File: src/rtl/tport_pkg.sv
package tport_pkg;

    localparam int PORT_W    = 8;
    localparam int NUM_STEPS = 7;
    localparam int STEP_W    = $clog2(NUM_STEPS);

    typedef enum logic [STEP_W-1:0] {
        ST_CLK_HI   = 3'd0,
        ST_DIN_CODE = 3'd1,
        ST_EN_HI    = 3'd2,
        ST_CLK_LO   = 3'd3,
        ST_EN_LO    = 3'd4,
        ST_DIN_DATA = 3'd5,
        ST_CLK_RISE = 3'd6
    } step_e;

    typedef struct packed {
        logic              tclk;
        logic              ten;
        logic [PORT_W-1:0] tdin;
    } port_t;

    typedef struct packed {
        logic [PORT_W-1:0] code;
        logic [PORT_W-1:0] data;
    } req_t;

    localparam port_t PORT_IDLE = '{tclk: 1'b1, ten: 1'b0, tdin: '0};

    // Pin state after applying one step to the current pin state
    function automatic port_t apply_step(step_e s, port_t cur, req_t rq);
        port_t nxt;
        nxt = cur;
        case (s)
            ST_CLK_HI:   nxt.tclk = 1'b1;
            ST_DIN_CODE: nxt.tdin = rq.code;
            ST_EN_HI:    nxt.ten  = 1'b1;
            ST_CLK_LO:   nxt.tclk = 1'b0;
            ST_EN_LO:    nxt.ten  = 1'b0;
            ST_DIN_DATA: nxt.tdin = rq.data;
            ST_CLK_RISE: nxt.tclk = 1'b1;
            default:     nxt = cur;
        endcase
        return nxt;
    endfunction

endpackage

File: src/rtl/tport_hold.sv
module tport_hold #(
    parameter int HOLD_W = 8
) (
    input  logic              clk,
    input  logic              rst,
    input  logic              load,
    input  logic [HOLD_W-1:0] load_val,
    output logic              expired
);
    logic [HOLD_W-1:0] cnt;

    always_ff @(posedge clk) begin
        if (rst)
            cnt <= '0;
        else if (load)
            cnt <= load_val;
        else if (cnt != '0)
            cnt <= cnt - 1'b1;
    end

    assign expired = (cnt == '0);
endmodule

File: src/rtl/tport_seq.sv
module tport_seq
    import tport_pkg::*;
(
    input  logic  clk,
    input  logic  rst,
    input  logic  start,
    input  logic  expired,
    output logic  busy,
    output logic  advance,
    output step_e next_step,
    output logic  done
);
    step_e step;
    logic  last;
    logic  finish;

    assign last      = (step == ST_CLK_RISE);
    assign finish    = busy & expired & last;
    assign advance   = start | (busy & expired & ~last);
    assign next_step = start ? ST_CLK_HI : step_e'(step + 1'b1);

    always_ff @(posedge clk) begin
        if (rst) begin
            busy <= 1'b0;
            step <= ST_CLK_HI;
            done <= 1'b0;
        end else begin
            done <= finish;
            if (start) begin
                busy <= 1'b1;
                step <= ST_CLK_HI;
            end else if (finish) begin
                busy <= 1'b0;
            end else if (advance) begin
                step <= next_step;
            end
        end
    end
endmodule

File: src/rtl/tport_drive.sv
module tport_drive
    import tport_pkg::*;
(
    input  logic  clk,
    input  logic  rst,
    input  logic  apply,
    input  step_e sel,
    input  req_t  rq,
    output port_t port
);
    always_ff @(posedge clk) begin
        if (rst)
            port <= PORT_IDLE;
        else if (apply)
            port <= apply_step(sel, port, rq);
    end
endmodule

File: src/rtl/tport_writer.sv
module tport_writer
    import tport_pkg::*;
#(
    parameter int HOLD_W = 8
) (
    input  logic              clk,
    input  logic              rst,
    input  logic              req_valid,
    output logic              req_ready,
    input  logic [PORT_W-1:0] req_code,
    input  logic [PORT_W-1:0] req_data,
    input  logic [HOLD_W-1:0] req_hold,
    output logic              done,
    output logic              tp_clk,
    output logic              tp_en,
    output logic [PORT_W-1:0] tp_din
);
    logic              busy;
    logic              start;
    logic              advance;
    logic              expired;
    step_e             next_step;
    req_t              held_req;
    req_t              in_req;
    req_t              cur_req;
    logic [HOLD_W-1:0] held_len;
    logic [HOLD_W-1:0] in_len;
    logic [HOLD_W-1:0] load_len;
    port_t             port;

    assign req_ready = ~busy;
    assign start     = req_valid & ~busy;
    assign in_req    = '{code: req_code, data: req_data};
    // Hold counter is loaded with cycles-1; a zero length acts as one
    assign in_len    = (req_hold == '0) ? '0 : req_hold - 1'b1;
    assign cur_req   = start ? in_req : held_req;
    assign load_len  = start ? in_len : held_len;

    always_ff @(posedge clk) begin
        if (rst) begin
            held_req <= '0;
            held_len <= '0;
        end else if (start) begin
            held_req <= in_req;
            held_len <= in_len;
        end
    end

    tport_hold #(.HOLD_W(HOLD_W)) u_hold (
        .clk      (clk),
        .rst      (rst),
        .load     (advance),
        .load_val (load_len),
        .expired  (expired)
    );

    tport_seq u_seq (
        .clk       (clk),
        .rst       (rst),
        .start     (start),
        .expired   (expired),
        .busy      (busy),
        .advance   (advance),
        .next_step (next_step),
        .done      (done)
    );

    tport_drive u_drive (
        .clk   (clk),
        .rst   (rst),
        .apply (advance),
        .sel   (next_step),
        .rq    (cur_req),
        .port  (port)
    );

    assign tp_clk = port.tclk;
    assign tp_en  = port.ten;
    assign tp_din = port.tdin;
endmodule

File: config.mk
export PLATFORM = sky130hd
export DESIGN_NAME = tport_writer
export DESIGN_NICKNAME = d
export VERILOG_FILES = /design/src/rtl/tport_pkg.sv /design/src/rtl/tport_hold.sv /design/src/rtl/tport_seq.sv /design/src/rtl/tport_drive.sv /design/src/rtl/tport_writer.sv
export SDC_FILE = /design/constraint.sdc
export NUM_CORES = 1
export LEC_CHECK = 0
export CORE_UTILIZATION = 30
export CTS_CLUSTER_DIAMETER = 30
export CTS_CLUSTER_SIZE = 30
export DETAILED_ROUTE_END_ITERATION = 7
export DONT_BUFFER_PORTS = 1
export PLACE_DENSITY_LB_ADDON = 0.1
export SETUP_SLACK_MARGIN = 0.5
export SYNTH_ARGS = -nofsm -noshare
export SYNTH_HDL_FRONTEND = slang
export SYNTH_SLANG_ARGS = --single-unit
File: constraint.sdc
create_clock -name clk -period 6.39 [get_ports clk]
set_clock_uncertainty 0.1 [all_clocks]
set_input_delay 1.278 -clock clk [delete_from_list [all_inputs] [get_ports clk]]
set_output_delay 1.278 -clock clk [all_outputs]
set_load 0.01 [all_outputs]
==> flow_metrics.env <==
export IMPL_post_cts_setup_buffer_count=0
export IMPL_synthesis_area_mm2=0.00226
export IMPL_drive_gt1_share_pct=7.76
export IMPL_finalCriticalPeriod_ns=2.68
export IMPL_fillers=778
export IMPL_cts_inserted_buffers=5
export IMPL_yosys_top_cells_area="dfxtp_1 42%, mux2i_1 15%, nor2_1 8.0%, ha_1 3.3%, a21oi_1 2.9%"
export IMPL_ys_warn_count=0
export IMPL_post_route_util_pct=33.5
export IMPL_vdd_ir_drop_max_mv=0.125
export IMPL_grt_start_max_net_pins=43
export IMPL_design_area_mm2=0.00243
export IMPL_ant_nets=0
export IMPL_final_min_period_over_clock_period_pct=42.0
export IMPL_synth_top_area_cell="dfxtp_1"
export IMPL_grt_pass1_vias=1647
export IMPL_wl_met1_um=2250
export IMPL_fin_setup_tns_ns=0
export IMPL_die_x_um=88.7
export IMPL_setup_viol=0
export IMPL_fmax_mhz=373
export IMPL_routed_wl_um=4800
export IMPL_async_flop_share_pct=0
export IMPL_grt_ovfl_total=0
export IMPL_power_density_mw_per_mm2=311
export IMPL_post_cts_resized=0
export IMPL_drv_cap=0
export IMPL_grt_usage_pct=13.4
export IMPL_antennaDiodeCount=0
export IMPL_final_nets=277
export IMPL_fp_row_count=31
export IMPL_drc=0
export IMPL_highest_layer="met4"
export IMPL_cp_required_ns=6.50
export IMPL_synth_area_per_cell_um2=9.13
export IMPL_port_buffers=0
export IMPL_root_buffer="clkbuf_8"
export IMPL_synth_edff_count=0
export IMPL_tritoncts="yes"
export IMPL_core_area_mm2=0.00725
export IMPL_hpwl_um=3400
export IMPL_leakagePower_nw=0.983
export IMPL_crit_fanout=9
export IMPL_status="completed"
export IMPL_place_area_mm2=0.00234
export IMPL_die_height_um=88.7
export IMPL_critical_path_class="register to register"
export IMPL_end_kind="register"
export IMPL_drt_iter0_markers=64
export IMPL_htree_levels=2
export IMPL_hold_viol=0
export IMPL_drt_pass1_iterations=4
export IMPL_ff_latch_area_um2=941
export IMPL_syn_instance_count=247
export IMPL_synth_top_area_share_pct=41.7
export IMPL_avgViaCountPerCell=4.74
export IMPL_routedWlPerCell_um=14.0
export IMPL_worstPathArrival_ns=2.79
export IMPL_gp_congestion=0.713
export IMPL_pin_count=39
export IMPL_wl_met2_um=2300
export IMPL_synthFlopType="dfxtp_1"
export IMPL_synth_fp_nets=280
export IMPL_clkTransAtPathRegs_ns=0.10
export IMPL_grt_pass1_wl_um=8030
export IMPL_start_kind="register"
export IMPL_cts_sinks=47
export IMPL_synth_cell_types=46
export IMPL_rsz0062_at_grt="no"
export IMPL_insertion_delay_ns=0.30
export IMPL_cts_max_path_buffers=2
export IMPL_placed_cells=336
export IMPL_fin_cells=344
export IMPL_die_area_mm2=0.00787
export IMPL_slew_headroom_pct=46.4
export IMPL_wl_met3_um=233
export IMPL_start_util_pct=31.1
export IMPL_antenna_found_initial=0
export IMPL_syn_to_final_growth_pct=7.60
export IMPL_holdBufCountCts=0
export IMPL_total_power_w=0.000756
export IMPL_dr_total_vias=1630
export IMPL_seq_area_frac_synth_pct=41.7
export IMPL_worstMarginPinSlew_ns=0.804
export IMPL_multi_input_area_mm2=0.00124
export IMPL_min_path_type="register to register"
export IMPL_slew_violations=0
export IMPL_synth_seq_cells=47
-- final timing paths --
kind	slack [ns]	from	endpoint	cells after the start
hold reg to reg	0.36	held_len[3]	held_len[3]	2
hold / removal	0.36	held_len[3]	held_len[3]	2
setup reg to reg	3.71	u_seq.step[0]	u_drive.port[4]	7
setup / recovery	3.71	u_seq.step[0]	u_drive.port[4]	7
-- final cells by class --
class,count,share of cell area [%]
clock buffers,5,2.84
multi-input cells,183,51.1
well taps,99,5.10
repair buffers,1,0.309
inverters,6,0.928
flip-flops and latches,47,38.8
clock inverters,3,0.928
-- routing by layer --
| layer | GRT usage [%] | vias up |
|---|---|---|
| met5 | 0 | - |
| met2 | 21.3 | 25 |
| li1 | - | 851 |
| met4 | 4.40 | 0 |
| met1 | 17.2 | 752 |
| met3 | 4.29 | 2 |
-- where the power goes --
group / leakage, nW / internal (W) / switching (W)
Sequential: 0.385 / 0.000322 / 0.0000315
Clock: 0.0485 / 0.0000785 / 0.000106
Combinational: 0.549 / 0.000103 / 0.000114
Total: 0.983 / 0.000504 / 0.000252
-- flip-flops by register name, summed over array words and instances, names as in the netlist --
signal / count
u_hold.cnt: 8
u_seq.done: 1
u_seq.busy: 1
u_drive.port: 10
u_seq.step: 3
held_req: 16
held_len: 8
-- kinds of logic (layout without fill, tap and decap cells) --
logic type / Yosys count / after routing / synth area share (%)
buffers and inverters: 17 / 15 / 3.38
DFF: 47 / 47 / 41.7
adders and majority gates: 6 / 6 / 3.33
AOI/OAI and AO/OA: 35 / 35 / 10.2
muxes: 39 / 39 / 17.6
and+or+nand+nor: 93 / 93 / 19.9
xor gates and xnor gates: 10 / 10 / 3.88
-- worst max-delay path: stages (launching register included) --
cell,delay (ns)
dfxtp_1,0.44
inv_1,0.13
ha_1,0.24
a21boi_2,0.34
and3_1,0.47
and4_1,0.57
mux2i_1,0.24
nor2_1,0.05
-- synthesized netlist by cell type, types with 5 or more instances --
master    instances
ha_1              6
nand2_1          15
xor2_1            6
nor2_1           48
inv_1             6
nor3_1            6
a21oi_1          13
mux2i_1          34
a211oi_1          5
dfxtp_1          47
-- layout by cell type, fill, tap and decap left out, types with 2 or more instances in the layout --
cell	netlist	routed
o21ai_0	3	3
nand2b_1	3	3
clkbuf_8	0	5
a211oi_1	5	5
nand2_1	15	15
nor3_1	6	6
dfxtp_1	47	47
nand3_1	3	3
nor3b_1	4	4
nor2_1	48	48
nor4_1	2	2
xnor2_1	4	4
inv_1	6	6
mux2i_1	34	34
a21oi_1	13	13
a22oi_1	2	2
o21bai_1	2	2
xor2_1	6	6
ha_1	6	6
mux2_2	4	4
-- stage by stage --
stage,setup WS (ns),hold WS [ns]
floorplan,3.71,0.325
global placement,3.42,0.344
detailed placement,3.40,0.346
CTS,3.67,0.361
global route,3.47,0.383
finish,3.71,0.356
Power figures use the tool's default switching activity.
